===== src/rtl/mpu_pkg.sv =====
package mpu_pkg;
  parameter int NUM_REGIONS = 8;
  parameter int NUM_ALIASES = 4;
  parameter int ADDR_W      = 8;
  parameter int DATA_W      = 32;
  localparam int REG_W      = $clog2(NUM_REGIONS);
  localparam int WIN_W      = $clog2(NUM_ALIASES);
  localparam int GRAN_LSB   = 5;
  localparam int HI_W       = DATA_W - GRAN_LSB;

  localparam logic [ADDR_W-1:0] OFF_CTRL  = 8'h04;
  localparam logic [ADDR_W-1:0] OFF_NUM   = 8'h08;
  localparam logic [ADDR_W-1:0] OFF_WIN   = 8'h0C;
  localparam logic [ADDR_W-1:0] OFF_ATTR0 = 8'h30;
  localparam logic [ADDR_W-1:0] OFF_ATTR1 = 8'h34;

  typedef enum logic [2:0] {
    RD_NONE, RD_CTRL, RD_NUM, RD_BASE, RD_LIMIT, RD_ATTR0, RD_ATTR1
  } rdSel_t;

  typedef struct packed {
    logic             wrCtrl;
    logic             wrNum;
    logic             wrBase;
    logic             wrLimit;
    logic [1:0]       wrAttr;
    logic [WIN_W-1:0] winIdx;
    rdSel_t           rdSel;
  } regStrobe_t;

  typedef struct packed {
    logic [HI_W-1:0] baseHi;
    logic [1:0]      sh;
    logic [1:0]      ap;
    logic            xn;
    logic [HI_W-1:0] limHi;
    logic [2:0]      attrIdx;
    logic            en;
  } region_t;
endpackage


===== src/rtl/mpu_reg_ctrl.sv =====
module mpu_reg_ctrl
  import mpu_pkg::*;
(
  input  logic              regWe,
  input  logic [ADDR_W-1:0] regAddr,
  output regStrobe_t        strobe
);
  localparam logic [ADDR_W-1:0] WIN_HI = OFF_WIN + ADDR_W'(8 * NUM_ALIASES);

  logic [ADDR_W-1:0] offs;
  logic inWin;
  logic isLim;

  always_comb begin
    offs  = regAddr - OFF_WIN;
    isLim = offs[2];
    inWin = (offs[1:0] == 2'b00) && (regAddr >= OFF_WIN) && (regAddr < WIN_HI);
    strobe = '0;
    strobe.winIdx = WIN_W'(offs >> 3);
    strobe.rdSel  = RD_NONE;
    if (inWin) begin
      strobe.rdSel   = isLim ? RD_LIMIT : RD_BASE;
      strobe.wrBase  = regWe && !isLim;
      strobe.wrLimit = regWe && isLim;
    end else begin
      case (regAddr)
        OFF_CTRL:  begin strobe.rdSel = RD_CTRL;  strobe.wrCtrl    = regWe; end
        OFF_NUM:   begin strobe.rdSel = RD_NUM;   strobe.wrNum     = regWe; end
        OFF_ATTR0: begin strobe.rdSel = RD_ATTR0; strobe.wrAttr[0] = regWe; end
        OFF_ATTR1: begin strobe.rdSel = RD_ATTR1; strobe.wrAttr[1] = regWe; end
        default:   strobe.rdSel = RD_NONE;
      endcase
    end
  end
endmodule


===== src/rtl/mpu_datapath.sv =====
module mpu_datapath
  import mpu_pkg::*;
(
  input  logic              clk,
  input  logic              rstN,
  input  regStrobe_t        strobe,
  input  logic [DATA_W-1:0] regWdata,
  output logic [DATA_W-1:0] regRdata,
  input  logic [DATA_W-1:0] lkAddr,
  input  logic              lkWrite,
  input  logic              lkPriv,
  input  logic              lkFetch,
  output logic              lkHit,
  output logic [REG_W-1:0]  lkRegion,
  output logic [1:0]        lkPerm,
  output logic              lkXn,
  output logic [7:0]        lkAttr,
  output logic              lkFault
);
  localparam logic [REG_W-1:0] GRP_MASK = REG_W'(NUM_ALIASES - 1);

  region_t                  regions [NUM_REGIONS];
  logic                     ctrlEn;
  logic                     ctrlDef;
  logic [REG_W-1:0]         numQ;
  logic [1:0][DATA_W-1:0]   attrQ;
  logic [REG_W-1:0]         tgt;
  logic [NUM_REGIONS-1:0]   hitVec;
  logic [REG_W-1:0]         selIdx;
  region_t                  selReg;

  // window target: primary follows the selector, others index within its group
  always_comb begin
    if (strobe.winIdx == '0) tgt = numQ;
    else                     tgt = (numQ & ~GRP_MASK) + REG_W'(strobe.winIdx);
  end

  always_ff @(posedge clk or negedge rstN) begin
    if (!rstN) begin
      ctrlEn  <= 1'b0;
      ctrlDef <= 1'b0;
      numQ    <= '0;
      attrQ   <= '0;
    end else begin
      if (strobe.wrCtrl) begin
        ctrlEn  <= regWdata[0];
        ctrlDef <= regWdata[2];
      end
      if (strobe.wrNum) numQ <= regWdata[REG_W-1:0];
      if (strobe.wrAttr[0]) attrQ[0] <= regWdata;
      if (strobe.wrAttr[1]) attrQ[1] <= regWdata;
    end
  end

  for (genvar i = 0; i < NUM_REGIONS; i++) begin : g_region
    always_ff @(posedge clk or negedge rstN) begin
      if (!rstN) begin
        regions[i] <= '0;
      end else if (tgt == REG_W'(i)) begin
        if (strobe.wrBase) begin
          regions[i].baseHi <= regWdata[DATA_W-1:GRAN_LSB];
          regions[i].sh     <= regWdata[4:3];
          regions[i].ap     <= regWdata[2:1];
          regions[i].xn     <= regWdata[0];
        end
        if (strobe.wrLimit) begin
          regions[i].limHi   <= regWdata[DATA_W-1:GRAN_LSB];
          regions[i].attrIdx <= regWdata[3:1];
          regions[i].en      <= regWdata[0];
        end
      end
    end
    assign hitVec[i] = regions[i].en &&
                       (lkAddr[DATA_W-1:GRAN_LSB] >= regions[i].baseHi) &&
                       (lkAddr[DATA_W-1:GRAN_LSB] <= regions[i].limHi);
  end

  always_comb begin
    regRdata = '0;
    case (strobe.rdSel)
      RD_CTRL:  regRdata = {{(DATA_W-3){1'b0}}, ctrlDef, 1'b0, ctrlEn};
      RD_NUM:   regRdata = DATA_W'(numQ);
      RD_BASE:  regRdata = {regions[tgt].baseHi, regions[tgt].sh, regions[tgt].ap, regions[tgt].xn};
      RD_LIMIT: regRdata = {regions[tgt].limHi, 1'b0, regions[tgt].attrIdx, regions[tgt].en};
      RD_ATTR0: regRdata = attrQ[0];
      RD_ATTR1: regRdata = attrQ[1];
      default:  regRdata = '0;
    endcase
  end

  // lowest-numbered matching region wins
  always_comb begin
    selIdx = '0;
    for (int i = NUM_REGIONS - 1; i >= 0; i--) begin
      if (hitVec[i]) selIdx = REG_W'(i);
    end
    selReg = regions[selIdx];
  end

  always_comb begin
    lkHit    = ctrlEn && (hitVec != '0);
    lkRegion = lkHit ? selIdx : '0;
    lkPerm   = lkHit ? selReg.ap : 2'b00;
    lkXn     = lkHit && selReg.xn;
    lkAttr   = lkHit ? attrQ[selReg.attrIdx[2]][8*selReg.attrIdx[1:0] +: 8] : 8'h00;
    if (!ctrlEn)    lkFault = 1'b0;
    else if (lkHit) lkFault = (lkWrite && selReg.ap[1]) || (!lkPriv && !selReg.ap[0]) ||
                              (lkFetch && selReg.xn);
    else            lkFault = !lkPriv || !ctrlDef;
  end

  assert_num_store_R2: assert property (@(posedge clk) disable iff (!rstN)
    strobe.wrNum |=> numQ == $past(regWdata[REG_W-1:0]));

  assert_zero_disables_R4: assert property (@(posedge clk) disable iff (!rstN)
    (strobe.wrLimit && regWdata == '0) |=> !regions[$past(tgt)].en);

  assert_hit_in_bounds_R7: assert property (@(posedge clk) disable iff (!rstN)
    lkHit |-> (lkAddr[DATA_W-1:GRAN_LSB] >= regions[lkRegion].baseHi &&
               lkAddr[DATA_W-1:GRAN_LSB] <= regions[lkRegion].limHi &&
               regions[lkRegion].en));

  assert_fault_cause_R8: assert property (@(posedge clk) disable iff (!rstN)
    (lkHit && lkFault) |-> ((lkWrite && lkPerm[1]) || (!lkPriv && !lkPerm[0]) ||
                            (lkFetch && lkXn)));

  assert_off_passes_R9: assert property (@(posedge clk) disable iff (!rstN)
    !ctrlEn |-> (!lkFault && !lkHit));

  assert_unpriv_miss_R10: assert property (@(posedge clk) disable iff (!rstN)
    (ctrlEn && !lkHit && !lkPriv) |-> lkFault);
endmodule


===== src/rtl/mpu_region_bank.sv =====
module mpu_region_bank
  import mpu_pkg::*;
(
  input  logic              clk,
  input  logic              rstN,
  input  logic              regWe,
  input  logic [ADDR_W-1:0] regAddr,
  input  logic [DATA_W-1:0] regWdata,
  output logic [DATA_W-1:0] regRdata,
  input  logic [DATA_W-1:0] lkAddr,
  input  logic              lkWrite,
  input  logic              lkPriv,
  input  logic              lkFetch,
  output logic              lkHit,
  output logic [REG_W-1:0]  lkRegion,
  output logic [1:0]        lkPerm,
  output logic              lkXn,
  output logic [7:0]        lkAttr,
  output logic              lkFault
);
  regStrobe_t strobe;

  mpu_reg_ctrl i_ctrl (
    .regWe   (regWe),
    .regAddr (regAddr),
    .strobe  (strobe)
  );

  mpu_datapath i_dp (
    .clk      (clk),
    .rstN     (rstN),
    .strobe   (strobe),
    .regWdata (regWdata),
    .regRdata (regRdata),
    .lkAddr   (lkAddr),
    .lkWrite  (lkWrite),
    .lkPriv   (lkPriv),
    .lkFetch  (lkFetch),
    .lkHit    (lkHit),
    .lkRegion (lkRegion),
    .lkPerm   (lkPerm),
    .lkXn     (lkXn),
    .lkAttr   (lkAttr),
    .lkFault  (lkFault)
  );
endmodule


===== config.mk =====
export PLATFORM = sky130hd
export DESIGN_NAME = mpu_region_bank
export DESIGN_NICKNAME = d
export VERILOG_FILES = /design/src/rtl/mpu_pkg.sv /design/src/rtl/mpu_reg_ctrl.sv /design/src/rtl/mpu_datapath.sv /design/src/rtl/mpu_region_bank.sv
export SDC_FILE = /design/constraint.sdc
export NUM_CORES = 2
export LEC_CHECK = 0
export BUFFER_PORTS_ARGS = -buffer_cell sky130_fd_sc_hd__buf_4
export CAP_MARGIN = 30
export CELL_PAD_IN_SITES_DETAIL_PLACEMENT = 0
export CELL_PAD_IN_SITES_GLOBAL_PLACEMENT = 1
export CORE_MARGIN = 2
export CORE_UTILIZATION = 46
export DETAILED_ROUTE_END_ITERATION = 12
export PLACE_DENSITY_LB_ADDON = 0.1
export SETUP_SLACK_MARGIN = 0.05
export SLEW_MARGIN = 20
export SYNTH_ARGS = -nofsm -noshare
export SYNTH_HDL_FRONTEND = slang
export SYNTH_SLANG_ARGS = --single-unit
export TNS_END_PERCENT = 30

===== constraint.sdc =====
create_clock -name clk -period 6.2 [get_ports clk]
set_input_delay 1.24 -clock clk [delete_from_list [all_inputs] [get_ports clk]]
set_output_delay 1.24 -clock clk [all_outputs]
set_load 0.02 [all_outputs]

=== Yosys cells after proc, flatten, opt, wreduce, memory -nomap -nowiden ===
Cells that the tools add are included.

* Register bits after elaboration: 573
* Output and inout port bits: 48

* $add $sub $neg: 2
* Order comparisons: 21
* Eq/ne operators: 17
* Shift-type cells: 1
* Multiplexer cells: 33
* Bitwise logic cells: 2
* Reduce and logical (&&, ||, !) cells: 52

{| class="wikitable"
|+ Operator list
! operator !! count
|-
| binary-select mux 63 bit (select 3 bit) || 2
|-
| >= comparator 27 bit || 8
|-
| <= comparator 27 bit || 8
|-
| case mux 32 bit (6 select lines) || 1
|-
| two-way mux 63 bit || 2
|-
| two-way mux 34 bit || 2
|-
| two-way mux 32 bit || 2
|-
| two-way mux 3 bit || 12
|-
| AND reduction 2 bit || 16
|-
| variable part select 32 x 6 -> 8 bit || 1
|-
| logical AND 1 bit || 25
|-
| == test 3 bit, second input constant || 7
|-
| == test 8 x 6 -> 1 bit, second input constant || 2
|-
| == test 3 x 2 -> 1 bit, second input constant || 4
|-
| case mux 3 bit (4 select lines) || 1
|-
| == test 8 x 3 -> 1 bit, second input constant || 1
|-
| == test 8 x 4 -> 1 bit, second input constant || 1
|-
| >= comparator 4 bit, second input constant || 2
|-
| >= comparator 8 x 4 -> 1 bit, second input constant || 1
|-
| < comparator 8 x 6 -> 1 bit, second input constant || 1
|-
| two-way mux 2 bit || 4
|-
| two-way mux 8 bit || 1
|-
| NOT 3 -> 4 bit || 2
|-
| nonzero test 8 bit || 1
|-
| 9 further kinds || 21
|}

=== Longest topological paths before layout ===
* Depth after elaboration: 21
* Depth in mapped cells: 17

=== By module ===
A second synthesis with hierarchy kept.

* Cell total of the unflattened synthesis: 3636
* Area total of the unflattened synthesis: 38869.8 um^2

{| class="wikitable"
|+ By module, submodules not included
! module !! instances !! cells an instance !! area each (um^2) !! seq. area each (um^2)
|-
| mpu_datapath || 1 || 3605 || 38638.3 || 14338.8
|-
| mpu_reg_ctrl || 1 || 31 || 231.5 || 0.0
|}

=== Worst setup path before layout ===
No wires, ideal clock.

* Path kind: input -> output
* Start: in lkAddr[5]
* End: out lkAttr[2]
* Arrival time: 4.868 ns
* Data required time: 4.960 ns
* Path slack: 0.092 ns
* Stages on the path: 16
* Cells stage by stage: inv_1 ha_1 nand4_1 nor3_1 a221oi_1 o211ai_1 a311oi_1 a21o_1 nand2_1 nor3_2 a31oi_1 nor4_4 buf_6 mux2_2 a22oi_1 o221ai_1

* Word-level cells in the longest chain between the ends: 19

{| class="wikitable"
|+ RTL lines
! item !! RTL line !! RTL
|-
| start, declared || mpu_region_bank.sv:10 || <nowiki>input logic [DATA_W-1:0] lkAddr,</nowiki>
|-
| >= comparator 27 bit || mpu_datapath.sv:74 || <nowiki>(lkAddr[DATA_W-1:GRAN_LSB] >= regions[i].baseHi) &&</nowiki>
|-
| logical AND 1 bit || mpu_datapath.sv:73 || <nowiki>assign hitVec[i] = regions[i].en &&</nowiki>
|-
| logical AND 1 bit || mpu_datapath.sv:74 ||
|-
| two-way mux 3 bit (8 in series) || mpu_datapath.sv:95 || <nowiki>if (hitVec[i]) selIdx = REG_W'(i);</nowiki>
|-
| NOT 3 -> 4 bit (not written as such) || mpu_datapath.sv:97 || <nowiki>selReg = regions[selIdx];</nowiki>
|-
| binary-select mux 63 bit (select 3 bit) || mpu_datapath.sv:97 ||
|-
| two-way mux 34 bit (not written as such) (2 in series) || mpu_datapath.sv:97 ||
|-
| two-way mux 32 bit (not written as such) (2 in series) || mpu_datapath.sv:105 || <nowiki>lkAttr = lkHit ? attrQ[selReg.attrIdx[2]][8*selReg.attrIdx[1:0] +: 8] : 8'h00;</nowiki>
|-
| variable part select 32 x 6 -> 8 bit || mpu_datapath.sv:105 ||
|-
| two-way mux 8 bit * || mpu_datapath.sv:105 ||
|-
| end, declared || mpu_region_bank.sv:18 || <nowiki>output logic [7:0] lkAttr,</nowiki>
|}

Every way passes the cells marked *; elsewhere a longest branch is shown, timed or not. The select of a mux whose other input is x is not followed.

=== Final worst setup path ===
* Start: in lkAddr[29]
* End: out lkAttr[3]

Same word-level chain as after synthesis.

==> PnR_summary.wiki <==
{| class="wikitable"
! Metric !! Value
|-
| GR Util All Layers || 33.1%
|-
| First drt pass iteration count || 6
|-
| Placer Congestion || 0.947
|-
| Sink count of the clock tree || 573
|-
| Outcome || finished with violations
|-
| Worst vdd ir || 169 uV
|-
| Global-route wire length before repair || 209 mm
|-
| Cts-stage hold buffer count || 0
|-
| Number of distinct library cells after synthesis || 88
|-
| R2R depth || 6
|-
| Worst slew pin tran || 0.985 ns
|-
| Element type at the critical path start || primary input
|-
| Path class of the lowest-slack min-delay path || reg2reg
|-
| Placed standard-cell area || 43,000 um^2
|-
| Clock Path Buffers || 3
|-
| Busiest layer in global routing || met2
|-
| Total gr overflow || 0
|-
| Share of flip-flops with an asynchronous set or reset || 100%
|-
| Starting density of the core || 46.4%
|-
| CP Class || in2out
|-
| Max-capacitance violation count || 0
|-
| Share of cells above drive strength 1 || 35.5%
|-
| Setup violation total in the final timing report || 12
|-
| Combined area of all synthesized cells || 38,000 um^2
|-
| Routed length per placed instance || 27.3 um
|-
| Largest fanout on the critical path || 5
|-
| Die width || 291 um
|-
| CTS HTree Levels || 3
|-
| Sequential cell area fraction in the yosys report || 37.8%
|-
| Setup slack of the critical path after layout || -0.535 ns
|-
| Most area-consuming cells after synthesis || dfrtp_1, ha_1, mux2_2
|-
| Top cell type's share of synthesized area || 37.8%
|-
| Number of storage elements in the synthesis netlist || 573
|-
| CP endpoint kind || output port
|-
| Post-synthesis cell type with the largest combined area || dfrtp_1
|-
| Minimum hold slack || 0.504 ns
|-
| Number of DRC violations after detailed-routing iteration 0 || 2,141
|-
| Failing checks || negative setup slack
|-
| Remaining antenna violation count after routing || 0
|-
| Synthesized netlist cell count || 3,558
|-
| Remaining routing DRC violations || 0
|-
| Post-route standard cell area excluding fillers || 47,400 um^2
|-
| Worst Path Required || 4.96 ns
|-
| Number of antenna violations at the first check in global routing || 3
|-
| Clock Root Buffer || clkbuf_16
|-
| Latest clock arrival within the worst-skew pair || 0.62 ns
|-
| Met2 track demand over resource in global routing || 53.2%
|-
| Synthesized Nets || 4,072
|-
| I/O pin total || 126
|-
| Worst setup slack after placement || -1.23 ns
|-
| Static leakage || 0.0222 uW
|-
| Die H || 291 um
|-
| Via Count || 30,700
|-
| Pin count of the biggest net entering global routing || 157
|-
| TritonCTS clock tree || yes
|-
| Remaining max-slew budget at the tightest pin || 34.1%
|-
| Area of the die || 84,900 um^2
|-
| Area added between synthesis and finish || 24.9%
|-
| Endpoint arrival time on the critical path || 5.49 ns
|-
| Total length of routed wires || 141 mm
|-
| Upper clock frequency limit || 0.148 GHz
|-
| Placed wire-length estimate || 104 mm
|-
| EDFF count, synth || 0
|-
| Hold Path Cell Cnt || 1
|-
| Yosys warning total || 0
|-
| Core Footprint || 81,800 um^2
|-
| Final core area utilization || 57.9%
|-
| Inst Count DP || 4,977
|-
| Cell types with the highest counts after synthesis || dfrtp_1, inv_1, mux2_2, ha_1, o21ai_0
|-
| Max-slew violations || 0
|-
| RSZ-0062 raised after global routing || true
|-
| Leading register cell type out of synthesis || dfrtp_1
|-
| Final count of hold timing violations || 0
|-
| Vias per inst || 5.95
|-
| Worst Skew || 0.0188 ns
|-
| IO Port Bufs || 120
|-
| Number of global-route vias before repair || 31,700
|-
| Average footprint of a synthesized cell || 10.7 um^2
|-
| Areal power density over the cells || 219 nW/um^2
|-
| Cell row count || 105
|-
| Library cell with the highest instance count after synthesis || dfrtp_1
|-
| Final Critical Period || 6.73 ns
|-
| Global routing met1 resource utilization || 45.1%
|-
| Number of nets in the finished design || 4,543
|-
| Non-filler instance count after layout || 5,155
|-
| Inserted Clock Buffers || 70
|-
| Fill cell count || 6,989
|-
| Clock-pin slew reported for the worst setup and hold paths after clock tree synthesis || 0.06 ns
|-
| Period utilization || 109%
|-
| Global routing usage on met3 || 5.33%
|}
[final timing paths]
path	endpoint	start	slack, ns
worst max-delay path	lkAttr[3]	lkAddr[29]	-0.53
worst min-delay path	i_dp.regions[224]$_DFFE_PN0P_	i_dp.regions[224]$_DFFE_PN0P_	0.50
worst max register to register	i_dp.regions[351]$_DFFE_PN0P_	i_dp.numQ[2]$_DFFE_PN0P_	2.58
worst min register to register	i_dp.regions[224]$_DFFE_PN0P_	i_dp.regions[224]$_DFFE_PN0P_	0.50
max in group asynchronous	i_dp.regions[62]$_DFFE_PN0P_	rstN	4.24
min in group asynchronous	i_dp.regions[133]$_DFFE_PN0P_	rstN	0.59
[cells in the final DEF (no fill, tap or decap), drive strengths merged, types with 6 or more instances in the layout]
| cell type | n |
|---|---|
| a2111oi | 6 |
| a211o | 6 |
| a211oi | 35 |
| a21o | 50 |
| a21oi | 129 |
| a221o | 6 |
| a221oi | 32 |
| a222oi | 6 |
| a22oi | 13 |
| a31oi | 11 |
| and3 | 10 |
| and4 | 9 |
| buf | 587 |
| clkbuf | 103 |
| clkinv | 13 |
| dfrtp | 573 |
| ha | 436 |
| inv | 445 |
| mux2 | 437 |
| mux2i | 90 |
| mux4 | 126 |
| nand2 | 260 |
| nand2b | 11 |
| nand3 | 58 |
| nand3b | 6 |
| nand4 | 71 |
| nor2 | 95 |
| nor2b | 12 |
| nor3 | 29 |
| nor4 | 23 |
| o211ai | 18 |
| o21a | 14 |
| o21ai | 267 |
| o221ai | 10 |
| o31ai | 6 |
| or3 | 8 |
[critical path: stages]
cell and delay (ns):
buf_4 0.16, ha_1 0.31, nand4_1 0.23, nor4_1 0.12
a2111oi_0 0.43, o221ai_1 0.23, a2bb2oi_1 0.17, buf_4 0.16
a211oi_4 0.37, o2111ai_4 0.17, buf_6 0.16, a31o_1 0.19
o221a_1 0.15, o41ai_2 0.40, buf_4 0.19, a31oi_4 0.06
buf_6 0.18, a22oi_2 0.24, o221ai_4 0.16, buf_6 0.16
[power by group]
group / internal [uW] / switching, uW / total [uW]
sequential: 3910 / 124 / 4030
clock: 2540 / 1730 / 4270
combinational: 923 / 1140 / 2060
total: 7370 / 2990 / 10400
[metrics by stage]
stage	total power, uW	TNS [ns]
after floorplan	5060	0
after global placement	5960	-10.50
after detailed placement	6010	-11.32
after CTS	10400	-4.14
after global routing	10800	-6.10
final	10400	-4.71
[area by class of cell]
| class | instances | area [um^2] | area share, % |
|---|---|---|---|
| Antenna cell | 3 | 7.51 | 0.0158 |
| Clock buffer | 102 | 2120 | 4.48 |
| Clock inverter | 23 | 236 | 0.499 |
| Inverter | 441 | 1660 | 3.50 |
| Multi-Input combinational cell | 2353 | 22500 | 47.5 |
| Sequential cell | 573 | 14300 | 30.2 |
| Tap cell | 1070 | 1340 | 2.82 |
| Timing Repair Buffer | 590 | 5200 | 11.0 |
[repair_timing]
item	4_1_cts	5_1_grt
endpoints found under the setup margin	13	12
gates cloned	3	1
buffers inserted	33	12
endpoints found under the hold margin	0	0
pin swaps	70	47
gates resized for setup	216	66
[flip-flops by register name (all words and copies together) (netlist names)]
register,flops
i_dp.attrQ,64
i_dp.numQ,3
i_dp.ctrlEn,1
i_dp.ctrlDef,1
i_dp.regions,504
[per-layer routing]
metal	share of wire (%)	vias to the layer above
met5	0.0050	-
met4	3.9	2
met3	6.7	219
met2	46	943
met1	43	15700
li1	-	13800
[cell families after synthesis]
logic type      count (synthesis)  synth area share (%)
compound gates                652                  10.9
xor+xnor                        1                0.0231
fa+ha+maj                     436                  14.4
buf+inv                       632                  6.37
flops                         573                  37.8
mux                           653                  22.8
simple gates                  611                  7.74
Note: power is estimated with default switching activity, not from simulation.
